===== config.mk =====
export PLATFORM = sky130hd
export DESIGN_NAME = wdt_keyed
export DESIGN_NICKNAME = d
export VERILOG_FILES = /design/src/rtl/wdt_keyed.sv
export SDC_FILE = /design/constraint.sdc
export NUM_CORES = 1
export LEC_CHECK = 0
export BUFFER_PORTS_ARGS = -buffer_cell sky130_fd_sc_hd__buf_4
export CAP_MARGIN = 20
export CELL_PAD_IN_SITES_DETAIL_PLACEMENT = 1
export CELL_PAD_IN_SITES_GLOBAL_PLACEMENT = 2
export CORE_MARGIN = 2
export CORE_UTILIZATION = 38
export CTS_BUF_LIST = sky130_fd_sc_hd__clkbuf_4
export DETAILED_ROUTE_END_ITERATION = 10
export GPL_TIMING_DRIVEN = 0
export PLACE_DENSITY = 0.89
export SYNTH_ARGS = -nofsm -noshare
export SYNTH_HDL_FRONTEND = slang
export SYNTH_SLANG_ARGS = --single-unit

===== constraint.sdc =====
create_clock -name clk -period 3 [get_ports clk]
set_input_delay 0.45 -clock clk [delete_from_list [all_inputs] [get_ports clk]]
set_output_delay 0.45 -clock clk [all_outputs]
set_load 0.01 [all_outputs]

===== src/rtl/wdt_keyed.sv =====
module wdt_keyed #(
  parameter int CNT_W = 16,
  parameter logic [7:0] TAPS = 8'h63
) (
  input  logic             clk,
  input  logic             rst_n,
  input  logic             tick,
  input  logic             wr_load,
  input  logic [CNT_W-1:0] load_val,
  input  logic             wr_ctrl,
  input  logic             ctrl_run,
  input  logic             ctrl_secure,
  input  logic             wr_key,
  input  logic [7:0]       key_val,
  output logic             rst_req
);

  logic             running, secure;
  logic [7:0]       lfsr_q;
  logic [CNT_W-1:0] cnt_q, load_q;

  wire [7:0] lfsr_nx  = {lfsr_q[6:0], 1'b0} ^ (lfsr_q[7] ? TAPS : 8'h00);
  wire       key_ok   = !secure || (key_val == lfsr_q && lfsr_q != 8'h00);
  wire       refresh  = running && wr_key && key_ok;
  wire       bad_key  = running && wr_key && !key_ok;
  wire       expire   = running && tick && cnt_q == '0 && !refresh;
  wire       start    = !running && wr_ctrl && ctrl_run;
  wire       zero_key = start && ctrl_secure && lfsr_q == 8'h00;
  wire       fire     = bad_key || expire || zero_key;

  always_ff @(posedge clk or negedge rst_n) begin
    if (!rst_n) begin
      rst_req <= 1'b0;
      running <= 1'b0;
      secure  <= 1'b0;
      lfsr_q  <= '0;
      cnt_q   <= '0;
      load_q  <= '0;
    end else begin
      rst_req <= fire;
      if (fire) begin
        running <= 1'b0;
        secure  <= 1'b0;
        lfsr_q  <= '0;
        cnt_q   <= '0;
        load_q  <= '0;
      end else begin
        if (wr_load) load_q <= load_val;
        if (start) begin
          running <= 1'b1;
          secure  <= ctrl_secure;
          cnt_q   <= load_q;
        end
        if (!running && wr_key) lfsr_q <= key_val;
        if (refresh) begin
          cnt_q <= load_q;
          if (secure) lfsr_q <= lfsr_nx;
        end else if (running && tick) begin
          cnt_q <= cnt_q - 1'b1;
        end
      end
    end
  end

endmodule



# Word-level counts from Yosys, hierarchy flattened
# Cells that the tools add are included.
[op_classes] eq_ne=1 n_mux=15 n_reduce_logical=25 addsub=1 bitwise_logic=1
[op_table] operator="16-bit 2-to-1 mux" n=6
[op_table] operator="8-bit 2-to-1 mux" n=4
[op_table] operator="16-bit zero test" n=1
[op_table] operator="16-bit by 1-bit subtractor with 16-bit output (second input constant)" n=1
[op_table] operator="1-bit logical AND" n=12
[op_table] operator="8-bit == test" n=1
[op_table] operator="8-bit zero test" n=1
[op_table] operator="8-bit nonzero test" n=1
[op_table] operator="8-bit by 7-bit XOR with 8-bit output" n=1
[op_table] operator="7-bit 2-to-1 mux" n=1
[op_table] operator="1-bit zero test" n=4
[op_table] operator="1-bit 2-to-1 mux" n=4
[op_table] operator="2-bit nonzero test" n=2
[op_table] operator="4-bit nonzero test" n=1
[op_table] operator="1-bit logical OR" n=3
[word_totals] wordCells=49 inputBits=32 regBits=43

# Logic depth before layout (Yosys ltp)
[logic_depth] depth_word=9 mapped_depth=8 ltp_nobuf=7

# Least setup slack after synthesis
# OpenSTA, ideal clock, no wires.
[synth_path] path_kind="flip-flop to flip-flop" startpoint="reg cnt_q[4]" endpoint="reg load_q[10]" n_path_buf=2 setup_ns=0.119 required_time_ns=2.881 slack_ns=0.636 t_arrival_ns=2.245 path_stages_with_launch=9 path_cell_list="dfrtp_1 > or4_4 > or3_1 > buf_6 > nor4_4 > nor2_1 > o21ai_4 > buf_6 > nor2_2"
[synth_between] elab_chain_cells=6
[synth_rtl] item="start: declaration" line="20" source="logic [CNT_W-1:0] cnt_q, load_q;"
[synth_rtl] item="start signal: assignment" line="52" source="cnt_q <= load_q;"
[synth_rtl] item="start signal: assignment" line="56" source="cnt_q <= load_q;"
[synth_rtl] item="start signal: assignment" line="59" source="cnt_q <= cnt_q - 1'b1;"
[synth_rtl] item="16-bit zero test (*)" line="26" source="wire expire = running && tick && cnt_q == '0 && !refresh;"
[synth_rtl] item="1-bit logical AND (*) (2 in a row)" line="26"
[synth_rtl] item="1-bit logical OR (*) (2 in a row)" line="29" source="wire fire = bad_key || expire || zero_key;"
[synth_rtl] item="via fire" line="29"
[synth_rtl] item="16-bit 2-to-1 mux / 2-bit nonzero test (equally long branches)"
[synth_rtl] item="end signal: assignment" line="48" source="if (wr_load) load_q <= load_val;"
[synth_rtl] item="end: declaration" line="20"
# Mark *: on every way through the listed nets, which the timed path passes. The rest lies on a longest branch.
# A chain may end at the register's enable or synchronous reset.

# Worst setup path after layout
[layout_path] startpoint="reg lfsr_q[7]" endpoint="reg cnt_q[7]"
[layout_between] elab_chain_cells=9
[layout_rtl] item="start: declaration" line="19" source="logic [7:0] lfsr_q;"
[layout_rtl] item="start signal: assignment" line="54" source="if (!running && wr_key) lfsr_q <= key_val;"
[layout_rtl] item="start signal: assignment" line="57" source="if (secure) lfsr_q <= lfsr_nx;"
[layout_rtl] item="8-bit == test / 8-bit nonzero test (equally long branches)" line="23" source="wire key_ok = !secure || (key_val == lfsr_q && lfsr_q != 8'h00);"
[layout_rtl] item="1-bit logical AND" line="23"
[layout_rtl] item="1-bit logical OR" line="23"
[layout_rtl] item="1-bit logical AND" line="24" source="wire refresh = running && wr_key && key_ok;"
[layout_rtl] item="1-bit zero test" line="26"
[layout_rtl] item="1-bit logical AND" line="26"
[layout_rtl] item="1-bit logical OR (2 in a row)" line="29"
[layout_rtl] item="4-bit nonzero test (no source line) / 16-bit 2-to-1 mux (equally long branches)"
# Parallel ways exist; a longest one is shown, timed or not.

==> impl_metrics.tcl <==
set metrics [dict create \
    status "finished clean" \
    clk_latency_ps 360 \
    grt_pass1_wl_um 10800 \
    cts.clk_slew.worst_paths_ps 140 \
    maxCapViolations 0 \
    max_freq_mhz 369 \
    dieArea_um2 7330 \
    antenna_found_initial 0 \
    antenna_left 0 \
    gr-total-overflow 0 \
    root_buffer "clkbuf_4" \
    dp.cells 364 \
    period_needed_ps 2710 \
    die_height_um 85.6 \
    switchingPower_uw 1150 \
    r2r_end "cnt_q[7]$_DFFE_PN0P_" \
    cts-buffers-inserted 5 \
    worst_pin_slew_ps 849 \
    clockPowerShare 0.138 \
    cp_data_arrival_time_ps 2960 \
    drt-pass1-iter-count 4 \
    vdd_drop_max_v 0.000348 \
    synth_common_cells "dfrtp_1, nor2_1, mux2i_1" \
    synth.most_common_cell "dfrtp_1" \
    routed-via-count 2029 \
    finalHoldViolations 0 \
    synth_async_sr_flop_share 1.00 \
    synth-main-ff-cell "dfrtp_1" \
    endpoint_kind "register" \
    tns_ps 0 \
    syn_inst 256 \
    ios 33 \
    drv_slew 0 \
    area_growth_pct 16.0 \
    drive_above_1_share 0.241 \
    cts.sinks 43 \
    ys_seq_area_frac 0.425 \
    syn_area_um2 2530 \
    post_cts_resized 0 \
    reg2reg_slack_ps 290 \
    dp_hpwl_um 4510 \
    place_congestion 0.785 \
    cts_setup_buffers 0 \
    cts_hold_buf 0 \
    rsz0062_at_grt "no" \
    drt_wl_total_um 6220 \
    initial_core_util 0.396 \
    io_buffers 31 \
    grt_pass1_vias 2168 \
    synth.net_count 290 \
    slew_headroom 0.434 \
    nets 328 \
    vias_per_cell 5.45 \
    coreArea_um2 6390 \
    yosys_register_bits 43 \
    cp-start-kind "register" \
    grt_max_degree 44 \
    p_comb_frac 0.475 \
    ys_top_cells_by_area "dfrtp_1, mux2i_1, nor2_1" \
    worst-setup-path-type "reg -> reg" \
    post-route-drc-count 0 \
    synth_top_area_cell "dfrtp_1" \
    p_leak_uw 0.00131 \
    clock_skew_ps 17.8 \
    seq_power_share 0.387 \
    synth_edf_count 0 \
    antenna_cells 0 \
    avgSynthCellArea_um2 9.88 \
    power_per_cell_area_nw_per_um2 906 \
    crit_start "lfsr_q[7]$_DFF_PN0_" \
    track_usage 0.186 \
    rows 29 \
    cts_tree "done" \
    htree_levels 2 \
    min_path_type "in -> async" \
    finalSetupViolCount 0 \
    wl_per_cell_um 16.7 \
    drtIter0Drc 60 \
    synth_cell_types 38 \
    p_int_uw 1510 \
    fillCellCount 738 \
    die_w_um 85.6 \
    cts.path.max_buffers 2 \
    path_max_fanout 10 \
    finalCritPeriodShare 0.905 \
    swShare 0.431 \
    reg2reg_depth 8 \
    r2r_start "lfsr_q[7]$_DFF_PN0_" \
    required_ps 3250 \
    synth.top_cell.area_share 0.425 \
    ys_warn_count 0 \
    fin_cells 372 \
]
==> stage by stage <==
step                      utilization  hold WS (ps)  setup slack [ps]  power, µW  area [µm²]
after detailed placement        0.448           489               322       2310        2860
after floorplan                     -           154               636       1960        2530
final                           0.460          67.7               286       2660        2940
after CTS                       0.460          78.6               289       2700        2940
after global routing            0.460          91.8              91.4       2900        2940
after global placement          0.448           487               391       2270        2860
==> layer usage <==
metal / global-route usage / vias to the layer above / part of all wire
li1: - / 983 / -
met1: 0.239 / 1020 / 0.46
met2: 0.327 / 21 / 0.50
met3: 0.0318 / 5 / 0.023
met4: 0.0433 / 0 / 0.010
met5: 0 / - / 0
==> how the worst max path moves through the flow <==
stage,to,slack [ps],depth (start not counted)
after global routing,cnt_q[6]$_DFFE_PN0P_,90,8
after detailed placement,cnt_q[2]$_DFFE_PN0P_,320,8
after CTS,cnt_q[10]$_DFFE_PN0P_,290,8
after global placement,cnt_q[7]$_DFFE_PN0P_,390,8
after floorplan,load_q[10]$_DFFE_PN0P_,640,8
final,cnt_q[7]$_DFFE_PN0P_,290,8
==> sequential cells by signal, indices dropped and copies added (netlist names) <==
name / cells
running: 1
cnt_q: 16
lfsr_q: 8
secure: 1
load_q: 16
rst_req: 1
==> cells in the final DEF, fill, tap and decap left out, types with 8 or more instances in the layout <==
cell      count
mux2i_1      40
nor2_1       42
o21ai_0      18
a211oi_1      8
nor3_1       13
dfrtp_1      43
o21ai_2      10
buf_4        32
nor2_2        9
==> cell families after synthesis <==
family	share of synthesized area
muxes	0.158
adders and majority gates	0.00989
xor gates and xnor gates	0.0381
and+or+nand+nor	0.183
buffers and inverters	0.0381
DFF	0.425
AOI/OAI and AO/OA	0.147
==> power groups by stage <==
stage | registers, µW | logic [µW] | clock network (µW)
global route | 1070 | 1430 | 404
detailed placement | 1040 | 1270 | 0
finish | 1030 | 1260 | 368
global placement | 1030 | 1240 | 0
floorplan | 970 | 993 | 0
CTS | 1030 | 1280 | 383
==> cell type report <==
cell class	count	area [µm²]	share of cell area
multi-input combinational	197	1360	0.462
sequential	43	1080	0.367
timing repair buffer	31	233	0.0793
tap	77	96.3	0.0328
buffer	14	88.8	0.0303
clock inverter	3	38.8	0.0132
clock buffer	5	37.5	0.0128
inverter	2	7.51	0.00256
==> worst max-delay path, cell delays in order (launching register included) <==
cell     delay [ps]
dfrtp_1         390
buf_2           180
nor4_1          420
a211o_1         210
o31ai_1         100
a21oi_2         540
buf_2           430
mux2i_1         270
o21ai_2          60
(Power assumes the default switching activity.)
